$ cat config.mk
export PLATFORM = sky130hd
export DESIGN_NAME = loaduse_ctrl
export DESIGN_NICKNAME = d
export VERILOG_FILES = /design/src/rtl/loaduse_pkg.sv /design/src/rtl/loaduse_sb.sv /design/src/rtl/loaduse_hazard.sv /design/src/rtl/loaduse_stages.sv /design/src/rtl/loaduse_ctrl.sv
export SDC_FILE = /design/constraint.sdc
export NUM_CORES = 1
export LEC_CHECK = 0
export ABC_CLOCK_PERIOD_IN_PS = 6090
export BUFFER_PORTS_ARGS = -buffer_cell sky130_fd_sc_hd__buf_4
export CAP_MARGIN = 20
export CORE_MARGIN = 5
export CORE_UTILIZATION = 50
export CTS_BUF_LIST = sky130_fd_sc_hd__clkbuf_16
export DETAILED_ROUTE_END_ITERATION = 16
export PLACE_DENSITY = 0.81
export SYNTH_ARGS = -nofsm -noshare
export SYNTH_HDL_FRONTEND = slang
export SYNTH_HIERARCHICAL = 1
export SYNTH_SLANG_ARGS = --single-unit
export TNS_END_PERCENT = 5
$ cat constraint.sdc
create_clock -name clk_i -period 6.09 [get_ports clk_i]
set_input_delay 0 -clock clk_i [delete_from_list [all_inputs] [get_ports clk_i]]
set_output_delay 0 -clock clk_i [all_outputs]
set_load 0.01 [all_outputs]
$ cat src/rtl/loaduse_pkg.sv
package loaduse_pkg;
  typedef enum logic {
    OP_ALU  = 1'b0,
    OP_LOAD = 1'b1
  } op_kind_e;
endpackage

$ cat src/rtl/loaduse_sb.sv
module loaduse_sb #(
  parameter int NREG = 16,
  localparam int AW = $clog2(NREG)
) (
  input  logic            clk_i,
  input  logic            rst_ni,
  input  logic            set_en_i,
  input  logic [AW-1:0]   set_idx_i,
  input  logic            clr_en_i,
  input  logic [AW-1:0]   clr_idx_i,
  output logic [NREG-1:0] pend_o
);
  for (genvar r = 0; r < NREG; r++) begin : g_bit
    logic set_hit, clr_hit;
    assign set_hit = set_en_i && (set_idx_i == AW'(r));
    assign clr_hit = clr_en_i && (clr_idx_i == AW'(r));
    always_ff @(posedge clk_i or negedge rst_ni) begin
      if (!rst_ni)      pend_o[r] <= 1'b0;
      else if (set_hit) pend_o[r] <= 1'b1;
      else if (clr_hit) pend_o[r] <= 1'b0;
    end
  end
endmodule

$ cat src/rtl/loaduse_hazard.sv
module loaduse_hazard #(
  parameter int NREG = 16,
  localparam int AW = $clog2(NREG)
) (
  input  logic            vld_i,
  input  logic            is_load_i,
  input  logic [AW-1:0]   src_a_i,
  input  logic            src_a_en_i,
  input  logic [AW-1:0]   src_b_i,
  input  logic            src_b_en_i,
  input  logic [AW-1:0]   dst_i,
  input  logic [NREG-1:0] pend_i,
  input  logic            load_busy_i,
  output logic            stall_o
);
  logic raw_a, raw_b, waw, ld_struct;

  always_comb begin
    raw_a     = src_a_en_i && pend_i[src_a_i];
    raw_b     = src_b_en_i && pend_i[src_b_i];
    waw       = pend_i[dst_i];
    ld_struct = is_load_i && load_busy_i;
    stall_o   = vld_i && (raw_a || raw_b || waw || ld_struct);
  end
endmodule

$ cat src/rtl/loaduse_stages.sv
module loaduse_stages
  import loaduse_pkg::*;
#(
  parameter int NREG = 16,
  localparam int AW = $clog2(NREG)
) (
  input  logic          clk_i,
  input  logic          rst_ni,
  input  logic          acc_i,
  input  op_kind_e      acc_kind_i,
  input  logic [AW-1:0] acc_dst_i,
  input  logic          mem_ready_i,
  output logic          ex_vld_o,
  output logic          mem_vld_o,
  output logic          alu_wb_en_o,
  output logic [AW-1:0] alu_wb_reg_o,
  output logic          ld_wb_en_o,
  output logic [AW-1:0] ld_wb_reg_o,
  output logic          load_busy_o
);
  op_kind_e      ex_kind;
  logic [AW-1:0] ex_dst, mem_dst;
  logic          ex_load, mem_done;

  assign ex_load     = ex_vld_o && (ex_kind == OP_LOAD);
  assign mem_done    = mem_vld_o && mem_ready_i;
  assign load_busy_o = ex_load || mem_vld_o;

  // execute
  always_ff @(posedge clk_i or negedge rst_ni) begin
    if (!rst_ni) begin
      ex_vld_o <= 1'b0;
      ex_kind  <= OP_ALU;
      ex_dst   <= '0;
    end else begin
      ex_vld_o <= acc_i;
      if (acc_i) begin
        ex_kind <= acc_kind_i;
        ex_dst  <= acc_dst_i;
      end
    end
  end

  // memory stage: holds the load until ready
  always_ff @(posedge clk_i or negedge rst_ni) begin
    if (!rst_ni) begin
      mem_vld_o <= 1'b0;
      mem_dst   <= '0;
    end else if (ex_load) begin
      mem_vld_o <= 1'b1;
      mem_dst   <= ex_dst;
    end else if (mem_done) begin
      mem_vld_o <= 1'b0;
    end
  end

  // two independent writeback ports
  always_ff @(posedge clk_i or negedge rst_ni) begin
    if (!rst_ni) begin
      alu_wb_en_o  <= 1'b0;
      alu_wb_reg_o <= '0;
      ld_wb_en_o   <= 1'b0;
      ld_wb_reg_o  <= '0;
    end else begin
      alu_wb_en_o <= ex_vld_o && !ex_load;
      if (ex_vld_o && !ex_load) alu_wb_reg_o <= ex_dst;
      ld_wb_en_o <= mem_done;
      if (mem_done) ld_wb_reg_o <= mem_dst;
    end
  end
endmodule

$ cat src/rtl/loaduse_ctrl.sv
module loaduse_ctrl
  import loaduse_pkg::*;
#(
  parameter int NREG = 16,
  localparam int AW = $clog2(NREG)
) (
  input  logic          clk_i,
  input  logic          rst_ni,
  input  logic          uop_vld_i,
  input  logic          uop_load_i,
  input  logic [AW-1:0] uop_src_a_i,
  input  logic          uop_src_a_en_i,
  input  logic [AW-1:0] uop_src_b_i,
  input  logic          uop_src_b_en_i,
  input  logic [AW-1:0] uop_dst_i,
  input  logic          mem_ready_i,
  output logic          stall_o,
  output logic          ex_vld_o,
  output logic          mem_vld_o,
  output logic          alu_wb_en_o,
  output logic [AW-1:0] alu_wb_reg_o,
  output logic          ld_wb_en_o,
  output logic [AW-1:0] ld_wb_reg_o
);
  logic [NREG-1:0] pend;
  logic            load_busy, acc;
  op_kind_e        kind;

  assign kind = uop_load_i ? OP_LOAD : OP_ALU;
  assign acc  = uop_vld_i && !stall_o;

  loaduse_hazard #(.NREG(NREG)) u_haz (
    .vld_i      (uop_vld_i),
    .is_load_i  (uop_load_i),
    .src_a_i    (uop_src_a_i),
    .src_a_en_i (uop_src_a_en_i),
    .src_b_i    (uop_src_b_i),
    .src_b_en_i (uop_src_b_en_i),
    .dst_i      (uop_dst_i),
    .pend_i     (pend),
    .load_busy_i(load_busy),
    .stall_o    (stall_o)
  );

  loaduse_sb #(.NREG(NREG)) u_sb (
    .clk_i    (clk_i),
    .rst_ni   (rst_ni),
    .set_en_i (acc && uop_load_i),
    .set_idx_i(uop_dst_i),
    .clr_en_i (ld_wb_en_o),
    .clr_idx_i(ld_wb_reg_o),
    .pend_o   (pend)
  );

  loaduse_stages #(.NREG(NREG)) u_stg (
    .clk_i       (clk_i),
    .rst_ni      (rst_ni),
    .acc_i       (acc),
    .acc_kind_i  (kind),
    .acc_dst_i   (uop_dst_i),
    .mem_ready_i (mem_ready_i),
    .ex_vld_o    (ex_vld_o),
    .mem_vld_o   (mem_vld_o),
    .alu_wb_en_o (alu_wb_en_o),
    .alu_wb_reg_o(alu_wb_reg_o),
    .ld_wb_en_o  (ld_wb_en_o),
    .ld_wb_reg_o (ld_wb_reg_o),
    .load_busy_o (load_busy)
  );
endmodule

Word-level counts from Yosys, hierarchy flattened. Index checks and enable logic that the tools add are counted.

Memories: 0. Bits in latches: 0. Bits in read-only memories: 0. Logic and storage cells: 165. Bits in writable memories: 0. Bits in registers: 37. Output and inout bits: 13. Input port bits: 19.

Bitwise operators: 0. Multiply operators: 0. Shift operators: 0. Muxes and demuxes: 41. Equality and inequality tests: 30. Divide/modulo/power cells: 0. $add $sub $neg: 0. $lt $le $gt $ge: 3. Reduce and logical (&&, ||, !) cells: 66.

Operator list (number): == test 4 bit, second input constant (16); logical AND 1 bit (41); 2-to-1 mux 1 bit (38); nonzero test 2 bit (17); == test 4 x 3 -> 1 bit, second input constant (8); == test 4 x 2 -> 1 bit, second input constant (4); < comparator 4 x 5 -> 1 bit, second input constant (3); binary-select mux 1 bit (select 4 bit) (3); == test 4 x 1 -> 1 bit, second input constant (2); zero test 4 bit (2); logical OR 1 bit (4); zero test 1 bit (2).

Longest topological paths before layout.
Depth after elaboration: 12. Depth in mapped cells: 8. Mapped depth without buffers: 8.

By module. Netlist, hierarchy kept.

By module, submodules not included: loaduse_stages (seq. area each 525.5 sq um, area an instance 773.2 sq um, cells an instance 46, times used 1); loaduse_sb (seq. area each 400.4 sq um, area an instance 665.6 sq um, cells an instance 64, times used 1); loaduse_hazard (seq. area each 0.0 sq um, area an instance 404.1 sq um, cells an instance 28, times used 1); loaduse_ctrl (seq. area each 0.0 sq um, area an instance 15.0 sq um, cells an instance 2, times used 1).

Worst setup path before layout. Ideal clock, no wire load.

Path kind: register to register. Start: register u_sb.pend_o[13]. End: register u_sb.pend_o[0]. Setup time: 0.076 ns. Data arrival time: 2.437 ns. Path slack: 3.577 ns. Data required time: 6.014 ns. Cell stages (with the launch flop): 9. Clock period less this slack: 2.513 ns. Buffers on the path: 0. Path through: dfrtp_1 mux4_1 mux2_2 a32o_1 o21ai_1 nand3_1 and3b_1 or3b_1 o21ai_1.

Word-level cells in the longest chain between the ends: 12. Elaborated cells on any way between the ends: 18. Classes of those cells: mux: 7; reduce/logical: 11.

RTL lines: start, declared (RTL line loaduse_sb.sv:11) `output logic [NREG-1:0] pend_o`; start signal, assigned by index (RTL line loaduse_sb.sv:18) `if (!rst_ni) pend_o[r] <= 1'b0;`; start signal, assigned by index (RTL line loaduse_sb.sv:19) `else if (set_hit) pend_o[r] <= 1'b1;`; start signal, assigned by index (RTL line loaduse_sb.sv:20) `else if (clr_hit) pend_o[r] <= 1'b0;`; binary-select mux 1 bit (select 4 bit), on equally long branches (RTL line loaduse_hazard.sv:19, loaduse_hazard.sv:20); 2-to-1 mux 1 bit, on equally long branches (RTL line loaduse_hazard.sv:19, loaduse_hazard.sv:20); logical AND 1 bit, on equally long branches (RTL line loaduse_hazard.sv:19, loaduse_hazard.sv:20); logical OR 1 bit (RTL line loaduse_hazard.sv:23) `stall_o = vld_i && (raw_a || raw_b || waw || ld_struct);`; logical OR 1 bit * (2 in a row) (RTL line loaduse_hazard.sv:23); logical AND 1 bit * (RTL line loaduse_hazard.sv:23); net stall_o (RTL line loaduse_ctrl.sv:17) `output logic stall_o,`; zero test 1 bit * (RTL line loaduse_ctrl.sv:30) `assign acc = uop_vld_i && !stall_o;`; logical AND 1 bit * (RTL line loaduse_ctrl.sv:30); logical AND 1 bit * (RTL line loaduse_ctrl.sv:48) `.set_en_i (acc && uop_load_i),`; logical AND 1 bit * (RTL line loaduse_sb.sv:15) `assign set_hit = set_en_i && (set_idx_i == AW'(r));`; 2-to-1 mux 1 bit / nonzero test 2 bit (equally long branches).

The timed path passes the listed nets; every way through them passes the cells marked *. The select of a mux whose other input is x is not followed. A chain may end at the register's enable or synchronous reset.

Worst setup path after layout.
Start: register u_sb.pend_o[13]. End: register u_sb.pend_o[2].

Word-level cells in the longest chain between the ends: 12. Elaborated cells on any way between the ends: 18. Classes of those cells: mux: 7; reduce/logical: 11.

RTL lines (RTL line): binary-select mux 1 bit (select 4 bit), on equally long branches (loaduse_hazard.sv:19, loaduse_hazard.sv:20); 2-to-1 mux 1 bit, on equally long branches (loaduse_hazard.sv:19, loaduse_hazard.sv:20); logical AND 1 bit, on equally long branches (loaduse_hazard.sv:19, loaduse_hazard.sv:20); logical OR 1 bit (loaduse_hazard.sv:23); logical OR 1 bit * (2 in a row) (loaduse_hazard.sv:23); logical AND 1 bit * (loaduse_hazard.sv:23); zero test 1 bit * (loaduse_ctrl.sv:30); logical AND 1 bit * (loaduse_ctrl.sv:30); logical AND 1 bit * (loaduse_ctrl.sv:48); logical AND 1 bit * (loaduse_sb.sv:15); 2-to-1 mux 1 bit / nonzero test 2 bit (equally long branches).

Mark *: on every way between the ends. The rest lies on a longest branch, timed or not. The select of a mux whose other input is x is not followed.

==> metrics.txt <==
outcome=finished clean; I/O pin count=32; crit-path max FO=4; Clk pin slew, worst setup/hold paths=around 0.060 ns; power density over the cells=443 mW/mm²; TritonCTS Buffers=5; share of post-route cells with drive strength above 1=0.361; Net Count, Synth=159; CTS Buffer Depth=2; minimum clock period=2.75 ns; layout net count=about 200; Rel. slew slack=0.610; Util after Layout=0.635; final critical-path share of the clock period=0.451; num rows=22; synthesized area per cell=13.3 µm²; synthesized area=roughly 0.0019 mm²; Setup crit end kind=flip-flop; dpl cell area=0.00214 mm²; routed len/inst=around 19 µm; Root Buffer=clkbuf_16; Final setup viols=0; GRT Total Usage=0.195; post-synthesis cell count=140; yosys warns=6; clk sinks=37; grt ovf=0; Synth cell types=24; Worst EP arrival=2.94 ns; fill count=283; DR vias/cell=roughly 6.1; Yosys reg bits=37; CTS tree=done; setup TNS=0 ns; most frequent cells in the layout=dfrtp_1 (37), buf_4 (31), o21ai_0 (23); Die Ht=71.0 µm; routability cong.=0.902; Clock Skews=0.00810 ns; antenna viol nets, final=0; drt first pass iters=4; largest net degree at the start of global routing=38; total power=1.02 mW; Via Count=1387; Initial Utilization=0.511; core region area=0.00363 mm²; Required @ worst endpoint=~6.3 ns; max-slew violation count=0; DIE AREA=0.00504 mm²; clock latency at the later pin of the worst-skew pair=0.28 ns; Detailed Route WL=between 4000 and 5000 µm; Iter 0 DRT Violations=109; Worst-Margin Slew=approximately 0.58 ns; vias in the first global route=1504; Hold Crit Class=in -> reg; antenna violations before repair=0; Achievable Freq=between 300 and 400 MHz; Final HPWL DP=roughly 3400 µm; Peak VDD IR=265 µV; max cap viols=0; die width=71.0 µm; Port Buffer Count=31; commonest non-fill, non-tap cell in the layout=dfrtp_1; Synth-to-Final Area Change=24.1%; final hold vios=0; post-route cell area=0.00231 mm²; Startpoint Class=flip-flop; diode count=0; post-synthesis sequential area ratio=0.498; Leak=0.923 nW; H-tree depth=2; critical path class=reg -> reg; global-route wire length before repair=7480 µm; Residual DRC=0; unrepaired setup endpoints after global routing=no
-- what timing repair did --
| item | in CTS | in global routing |
|---|---|---|
| resized for setup | 0 | 0 |
| hold buffers | 3 | 0 |
| hold endpoints to repair | 39 | 0 |
| buffers inserted | 0 | 0 |
-- state kept, by name, summed over array words and instances (netlist names) --
signal              count
u_stg/mem_vld_o         1
u_stg/ld_wb_en_o        1
u_stg/alu_wb_en_o       1
u_stg/ex_kind           1
u_stg/ex_dst            4
u_stg/ex_vld_o          1
u_sb/pend_o            16
u_stg/ld_wb_reg_o       4
u_stg/alu_wb_reg_o      4
u_stg/mem_dst           4
-- worst paths after layout --
path,end,cells after the start,slack [ns],start
max in group asynchronous,u_stg/alu_wb_reg_o[0]$_DFFE_PN0P_,2,5.56,rst_ni
min in group asynchronous,u_sb/pend_o[4]$_DFFE_PN0P_,2,0.22,rst_ni
min reg2reg,u_stg/mem_dst[0]$_DFFE_PN0P_,1,0.51,u_stg/mem_dst[0]$_DFFE_PN0P_
max,u_sb/pend_o[2]$_DFFE_PN0P_,8,3.34,u_sb/pend_o[13]$_DFFE_PN0P_
min,u_stg/ex_dst[3]$_DFFE_PN0P_,2,0.04,uop_dst_i[3]
max reg2reg,u_sb/pend_o[2]$_DFFE_PN0P_,8,3.34,u_sb/pend_o[13]$_DFFE_PN0P_
-- area by class of cell --
cell class	count	area, µm²	share of cell area
sequential	37	926	0.402
multi-input combinational	100	913	0.396
timing repair buffer	34	263	0.114
clock buffer	5	125	0.0543
tap	48	60.1	0.0260
clock inverter	2	11.3	0.00488
inverter	2	7.51	0.00326
-- synth_stat cells (all sizes together) --
master / number / area (µm²)
inv: 2 / 7.51
o211ai: 1 / 7.51
buf: 1 / 11.3
or3b: 2 / 20.0
mux2i: 4 / 40.0
nand3b: 4 / 30.0
nand2: 6 / 22.5
a21oi: 1 / 5.00
nand3: 4 / 20.0
and3b: 1 / 8.76
or2: 2 / 12.5
o21ai: 34 / 170
a32o: 1 / 10.0
nor2b: 2 / 12.5
dfrtp: 37 / 926
nor3b: 1 / 7.51
nor2: 2 / 7.51
mux2: 19 / 229
nand2b: 4 / 25.0
mux4: 12 / 285
-- routing by layer --
metal	global-route usage	part of all wire	vias to the layer above	routed length (µm)
met5	0	0	-	0
met4	0.100	0.036	0	160
met3	0.0625	0.070	18	308
met2	0.295	0.47	66	2090
met1	0.251	0.42	688	1860
li1	-	-	615	-
-- stage by stage --
step	setup slack [ns]	cells	hold WS (ns)
detailed placement	3.38	218	-0.0183
floorplan	3.58	140	-0.296
CTS	3.35	228	0.0415
global placement	3.50	218	-0.0247
finish	3.34	228	0.0447
global route	3.23	228	0.0609
-- cell families (layout without fill, tap and decap cells) --
| kind of cell | count (synthesis) | count (layout) | synth area share |
|---|---|---|---|
| AOI/OAI and AO/OA | 37 | 37 | 0.104 |
| buffers and inverters | 3 | 43 | 0.0101 |
| muxes | 35 | 35 | 0.298 |
| and+or+nand+nor | 28 | 28 | 0.0896 |
| DFF | 37 | 37 | 0.498 |
-- where the power goes --
part | internal, mW | switching [mW] | leakage, nW
Clock | 0.147 | 0.0899 | 0.0633
Combinational | 0.200 | 0.134 | 0.450
Sequential | 0.349 | 0.101 | 0.410
-- worst max-delay path, stage by stage, from the launching register on --
cell     delay [ns]
dfrtp_1        0.41
mux4_1         0.53
mux2_2         0.28
a32o_1         0.25
o21ai_1        0.12
nand3_1        0.12
and3b_1        0.33
or3b_1         0.44
o21ai_1        0.18
No activity file was read; power rests on OpenSTA's default activity.
